File: src/rtl/tps_pkg.sv
package tps_pkg;

    localparam int NUM_THR = 8;
    localparam int NUM_GRP = 2;
    localparam int GRP_SZ  = NUM_THR / NUM_GRP;
    localparam int TID_W   = $clog2(NUM_THR);
    localparam int LID_W   = $clog2(GRP_SZ);

    typedef logic [TID_W-1:0] tid_t;
    typedef logic [LID_W-1:0] lid_t;

    typedef struct packed {
        logic vld;
        tid_t tid;
    } grant_t;

    // global thread index from a group number and a slot inside that group
    function automatic tid_t to_global(input int grp, input lid_t slot);
        return tid_t'(grp * GRP_SZ) + tid_t'(slot);
    endfunction

endpackage

File: src/rtl/tps_lru_arb.sv
// Least-recently-granted arbiter built on an age matrix.
// older[i][j] set means requester i was granted less recently than j.
module tps_lru_arb #(
    parameter int N  = 4,
    parameter int IW = $clog2(N)
) (
    input  logic          clk,
    input  logic          rst,
    input  logic [N-1:0]  req,
    input  logic          commit,
    output logic          gnt_vld,
    output logic [IW-1:0] gnt_idx
);

    logic [N-1:0] older [N];
    logic [N-1:0] gnt_oh;

    always_comb begin
        for (int i = 0; i < N; i++) begin
            gnt_oh[i] = req[i];
            for (int j = 0; j < N; j++) begin
                if (j != i && req[j] && !older[i][j])
                    gnt_oh[i] = 1'b0;
            end
        end
    end

    always_comb begin
        gnt_idx = '0;
        for (int i = 0; i < N; i++)
            if (gnt_oh[i]) gnt_idx = gnt_idx | IW'(i);
    end

    assign gnt_vld = |gnt_oh;

    always_ff @(posedge clk) begin
        if (rst) begin
            for (int i = 0; i < N; i++)
                for (int j = 0; j < N; j++)
                    older[i][j] <= (i < j);
        end else if (commit && gnt_vld) begin
            for (int i = 0; i < N; i++)
                for (int j = 0; j < N; j++)
                    if (i != j) begin
                        if (gnt_oh[i])      older[i][j] <= 1'b0;
                        else if (gnt_oh[j]) older[i][j] <= 1'b1;
                    end
        end
    end

    AST_GNT_ONEHOT: assert property (@(posedge clk) disable iff (rst) $onehot0(gnt_oh));
    AST_GNT_REQ:    assert property (@(posedge clk) disable iff (rst) (gnt_oh & ~req) == '0);

endmodule

File: src/rtl/tps_clash.sv
// Resolves the two group candidates against the shared execution units.
module tps_clash
    import tps_pkg::*;
(
    input  logic               clk,
    input  logic               rst,
    input  logic [1:0]         cand_vld,
    input  tid_t               cand_tid0,
    input  tid_t               cand_tid1,
    input  logic [NUM_THR-1:0] need_lsu,
    input  logic [NUM_THR-1:0] need_fpu,
    output logic [1:0]         keep
);

    logic prio_grp1;
    logic clash;

    assign clash = cand_vld[0] && cand_vld[1] &&
                   ((need_lsu[cand_tid0] && need_lsu[cand_tid1]) ||
                    (need_fpu[cand_tid0] && need_fpu[cand_tid1]));

    assign keep[0] = cand_vld[0] && !(clash &&  prio_grp1);
    assign keep[1] = cand_vld[1] && !(clash && !prio_grp1);

    always_ff @(posedge clk) begin
        if (rst)        prio_grp1 <= 1'b0;
        else if (clash) prio_grp1 <= ~prio_grp1;
    end

    AST_CLASH_ONE_KEEP: assert property (@(posedge clk) disable iff (rst) clash |-> $countones(keep) == 1);
    AST_PRIO_FLIP:      assert property (@(posedge clk) disable iff (rst) clash |=> prio_grp1 != $past(prio_grp1));
    AST_PRIO_HOLD:      assert property (@(posedge clk) disable iff (rst) !clash |=> $stable(prio_grp1));

endmodule

File: src/rtl/thread_pick_sched.sv
module thread_pick_sched
    import tps_pkg::*;
(
    input  logic               clk,
    input  logic               rst,
    input  logic [NUM_THR-1:0] fetch_rdy,
    input  logic [NUM_THR-1:0] ibuf_nempty,
    input  logic [NUM_THR-1:0] stall,
    input  logic [NUM_THR-1:0] need_lsu,
    input  logic [NUM_THR-1:0] need_fpu,
    output logic               fetch_vld,
    output logic [TID_W-1:0]   fetch_tid,
    output logic               pick0_vld,
    output logic [TID_W-1:0]   pick0_tid,
    output logic               pick1_vld,
    output logic [TID_W-1:0]   pick1_tid
);

    logic [NUM_THR-1:0] elig;
    logic               f_vld;
    tid_t               f_idx;
    logic [NUM_GRP-1:0] cand_vld;
    tid_t               cand_tid [NUM_GRP];
    logic [NUM_GRP-1:0] keep;
    grant_t             f_q;
    grant_t             p_q [NUM_GRP];

    assign elig = ibuf_nempty & ~stall;

    tps_lru_arb #(.N(NUM_THR)) u_fetch_arb (
        .clk     (clk),
        .rst     (rst),
        .req     (fetch_rdy),
        .commit  (1'b1),
        .gnt_vld (f_vld),
        .gnt_idx (f_idx)
    );

    for (genvar g = 0; g < NUM_GRP; g++) begin : g_grp
        lid_t slot;
        tps_lru_arb #(.N(GRP_SZ)) u_pick_arb (
            .clk     (clk),
            .rst     (rst),
            .req     (elig[g*GRP_SZ +: GRP_SZ]),
            .commit  (keep[g]),
            .gnt_vld (cand_vld[g]),
            .gnt_idx (slot)
        );
        assign cand_tid[g] = to_global(g, slot);
    end

    tps_clash u_clash (
        .clk       (clk),
        .rst       (rst),
        .cand_vld  (cand_vld),
        .cand_tid0 (cand_tid[0]),
        .cand_tid1 (cand_tid[1]),
        .need_lsu  (need_lsu),
        .need_fpu  (need_fpu),
        .keep      (keep)
    );

    always_ff @(posedge clk) begin
        if (rst) begin
            f_q <= '0;
            for (int g = 0; g < NUM_GRP; g++) p_q[g] <= '0;
        end else begin
            f_q.vld <= f_vld;
            f_q.tid <= f_vld ? f_idx : '0;
            for (int g = 0; g < NUM_GRP; g++) begin
                p_q[g].vld <= keep[g];
                p_q[g].tid <= keep[g] ? cand_tid[g] : '0;
            end
        end
    end

    assign fetch_vld = f_q.vld;
    assign fetch_tid = f_q.tid;
    assign pick0_vld = p_q[0].vld;
    assign pick0_tid = p_q[0].tid;
    assign pick1_vld = p_q[1].vld;
    assign pick1_tid = p_q[1].tid;

    // copies of the sampled inputs, aligned with the registered grants
    logic [NUM_THR-1:0] rdy_d, elig_d, lsu_d, fpu_d;
    always_ff @(posedge clk) begin
        rdy_d  <= fetch_rdy;
        elig_d <= elig;
        lsu_d  <= need_lsu;
        fpu_d  <= need_fpu;
    end

    AST_FETCH_ELIG:  assert property (@(posedge clk) disable iff (rst) fetch_vld |-> rdy_d[fetch_tid]);
    AST_FETCH_IDLE:  assert property (@(posedge clk) disable iff (rst) (rdy_d == '0) |-> !fetch_vld);
    AST_PICK0_GROUP: assert property (@(posedge clk) disable iff (rst)
                         pick0_vld |-> (pick0_tid < tid_t'(GRP_SZ)) && elig_d[pick0_tid]);
    AST_PICK1_GROUP: assert property (@(posedge clk) disable iff (rst)
                         pick1_vld |-> (pick1_tid >= tid_t'(GRP_SZ)) && elig_d[pick1_tid]);
    AST_NO_SHARED_CLASH: assert property (@(posedge clk) disable iff (rst)
                         (pick0_vld && pick1_vld) |->
                         !((lsu_d[pick0_tid] && lsu_d[pick1_tid]) ||
                           (fpu_d[pick0_tid] && fpu_d[pick1_tid])));

endmodule

File: config.mk
export PLATFORM = sky130hd
export DESIGN_NAME = thread_pick_sched
export DESIGN_NICKNAME = d
export VERILOG_FILES = /design/src/rtl/tps_pkg.sv /design/src/rtl/tps_lru_arb.sv /design/src/rtl/tps_clash.sv /design/src/rtl/thread_pick_sched.sv
export SDC_FILE = /design/constraint.sdc
export NUM_CORES = 1
export LEC_CHECK = 0
export BUFFER_PORTS_ARGS = -buffer_cell sky130_fd_sc_hd__buf_2
export CAP_MARGIN = 15
export CORE_MARGIN = 1.5
export CORE_UTILIZATION = 41
export DETAILED_ROUTE_END_ITERATION = 7
export SLEW_MARGIN = 20
export SYNTH_ARGS = -nofsm -noshare
export SYNTH_HDL_FRONTEND = slang
export SYNTH_SLANG_ARGS = --single-unit
File: constraint.sdc
create_clock -name clk -period 2.6 [get_ports clk]
set_clock_uncertainty 0.1 [all_clocks]
set_input_delay 0.26 -clock clk [delete_from_list [all_inputs] [get_ports clk]]
set_output_delay 0.26 -clock clk [all_outputs]
set_load 0.01 [all_outputs]
==> impl_metrics.yaml <==
sta:
  period_needed_ns: 2.60
  grt_setup_unrepaired: "yes"
  tightest_slew_ns: 0.568
  relSlewSlack: 0.619
  setup-violations-final: 0
  final.period_utilization: 0.998
  setup_tns_ns: 0
  finalMaxSlewViolations: 0
  finalHoldViolCount: 0
  fmax_ghz: 0.385
cts:
  htreeDepth: 3
  cts_buffers: 9
  clock_latency_ns: 0.35
  clkTransAtPathRegs_ns: 0.07
  cts_tree: "done"
  clock_sinks: 91
  hold_buffers: 0
  root_buffer: "clkbuf_16"
  cts_buffer_depth: 2
finish:
  fill_cells: 1021
  n_antenna_cell: 0
  layout.nets: 593
  post-route-util: 0.522
  layout-drive-gt1-share: 0.327
  area_delta_synth_final_pct: 24.8
  layout.cells.non_filler: 699
critical_path:
  arrival_ns: 2.54
  rr_startpoint: "g_grp[1].u_pick_arb.older[0][3]"
  worst-setup-path-type: "flop to flop"
  reg2reg_to: "g_grp[1].u_pick_arb.older[0][3]"
  crit_start: "g_grp[1].u_pick_arb.older[0][3]"
  worst_ep_required_time_ns: 2.54
  crit_end: "g_grp[1].u_pick_arb.older[0][3]"
  r2r_slack_ns: 0.004
  critical_path.max_fanout: 6
  ff2ff_path_depth: 8
  cp-end-kind: "flop"
  start_kind: "flop"
floorplan:
  rows: 39
  core_area_mm2: 0.0113
  fp.dieH_um: 110
  dieArea_mm2: 0.0122
  io_pins: 54
  fp.dieW_um: 110
  initial_core_util: 0.418
power:
  power_uw: 3810
  p_leak_uw: 0.00233
  power_density_mw_per_mm2: 645
  ir_drop_mv: 0.386
place:
  dp.final_hpwl_mm: 8.55
  portBuffers: 52
  gp_congestion: 0.845
  dp_cells: 675
logic_synthesis:
  synth.avg_cell_area_um2: 10.2
  synth_area_leaders: "edfxtp_1 (47%), dfxtp_1 (7.2%), nand2_1 (5.8%), o21ai_0 (4.1%), nor2_1 (4.0%)"
  synth_sequential_area_ratio: 0.541
  synth_cell_types: 60
  synth.most_common_cell: "edfxtp_1"
  synthesis.area_mm2: 0.00474
  synth_top_area_frac: 0.469
  synthTopCellsByCount: "edfxtp_1 (74), nand2_1 (73), nor2_1 (50)"
  yosysWarningCount: 0
  async_flop_share: 0
  ys_ff_latch: 91
  netlist_instances: 465
  synth-edff-count: 74
  synthFlopType: "edfxtp_1"
  syn_nets: 507
  synth_top_area_cell: "edfxtp_1"
route:
  routed_wl_mm: 12.2
  vias_per_cell: 5.54
  num_vias: 3871
  drt_iter0_drc: 283
  wl_per_cell_um: 17.5
  first_pass_iters: 4
  ant_nets: 0
  route.detailed.drc: 0
global_route:
  gr-usage-all-layers: 0.204
  use_met1: 0.261
  antenna_found_initial: 0
  gr-max-usage-layer: "met2"
  grtUsageMet2: 0.330
  grt_pass1_vias: 3867
  overflow: 0
  grt_pass1_wl_mm: 19.6
  grt_max_degree: 22
  grt_util_met3: 0.0406
outcome:
  run_status: "complete, no violations"
worst_hold_path:
  holdPathStages: 3
  hold_class: "input pin to flop"
job:
  cap_viol_max_count: 0
==> final cells by class <==
class,count,area [um2],area share
clock buffer,11,243,0.0410
sequential,91,2560,0.433
multi-input combinational,325,2140,0.361
tap,143,179,0.0303
inverter,14,52.6,0.00889
clock inverter,5,37.5,0.00635
timing repair buffer,110,703,0.119
==> stage by stage <==
stage / cell area (um2) / hold slack (ns) / setup slack [ns]
2_1_floorplan: 4740 / 0.325 / 0.0962
3_3_place_gp: 5400 / 0.335 / -0.140
3_5_place_dp: 5400 / 0.359 / -0.184
4_1_cts: 5750 / 0.220 / 0.00387
5_1_grt: 5910 / 0.237 / -0.0923
6_report: 5910 / 0.224 / 0.00430
==> cells by family (layout without fill, tap and decap cells) <==
kind of cell / after synthesis / in the layout / synth area share
simple gates: 220 / 221 / 0.267
buf+inv: 50 / 140 / 0.0467
flops: 91 / 91 / 0.541
mux: 4 / 4 / 0.00898
compound gates: 99 / 99 / 0.136
other cells: 1 / 1 / 0.000792
==> critical path, stage by stage, from the launching register on <==
cell and delay (ns):
edfxtp_1 0.40, or3b_4 0.39, and4b_2 0.24, or4_4 0.45, nand3b_4 0.13, nor4_4 0.04, buf_6 0.15, buf_4 0.17
o31ai_4 0.22
==> per-layer routing <==
metal	vias to the layer above	wire, um
li1	1867	-
met2	152	5870
met1	1824	5130
met3	28	892
met5	-	0
met4	0	331
==> what timing repair did <==
item	4_1_cts	5_1_grt
gates resized for setup	12	26
gates cloned	1	0
setup buffers	1	6
pin swaps	3	6
setup endpoints to repair	30	35
==> worst min path at each step <==
stage	slack, ns	startpoint	to
finish	0.22	rst	g_grp[0].u_pick_arb.older[2][0]
global route	0.24	rst	g_grp[0].u_pick_arb.older[2][0]
CTS	0.22	rst	g_grp[0].u_pick_arb.older[2][0]
detailed placement	0.36	u_fetch_arb.older[1][0]	u_fetch_arb.older[1][0]
global placement	0.33	u_fetch_arb.older[1][0]	u_fetch_arb.older[1][0]
floorplan	0.33	u_fetch_arb.older[1][0]	u_fetch_arb.older[1][0]
==> power breakdown <==
group | leakage (uW) | switching (uW) | internal [uW]
clock | 0.000132 | 566 | 678
combinational | 0.00135 | 437 | 313
sequential | 0.000848 | 54.8 | 1770
total | 0.00233 | 1060 | 2760
==> state kept, by name, summed over array words and instances, names as in the netlist <==
register                count
fetch_tid                   3
u_clash.prio_grp1           1
u_fetch_arb.older          56
g_grp.u_pick_arb.older     24
p_q                         6
fetch_vld                   1
==> cell usage in the layout (no fill, tap or decap), types with 3 or more instances in the layout <==
master | synthesis | layout
edfxtp_1 | 74 | 74
o21ai_1 | 0 | 5
o2111ai_1 | 6 | 6
a31oi_1 | 3 | 3
o22ai_1 | 19 | 18
clkbuf_16 | 0 | 9
o31ai_4 | 0 | 3
o21ai_0 | 39 | 34
buf_4 | 4 | 56
and2_1 | 9 | 9
nor4_2 | 2 | 5
nor4_4 | 5 | 5
inv_1 | 14 | 14
dfxtp_1 | 17 | 17
buf_2 | 2 | 52
nor3b_2 | 2 | 12
nand3_1 | 9 | 9
a21oi_1 | 7 | 6
o22a_1 | 6 | 6
a211oi_2 | 3 | 3
nand2b_1 | 14 | 13
nor2_1 | 50 | 50
nor3b_1 | 21 | 9
nand2_1 | 73 | 73
(Power assumes the default switching activity.)
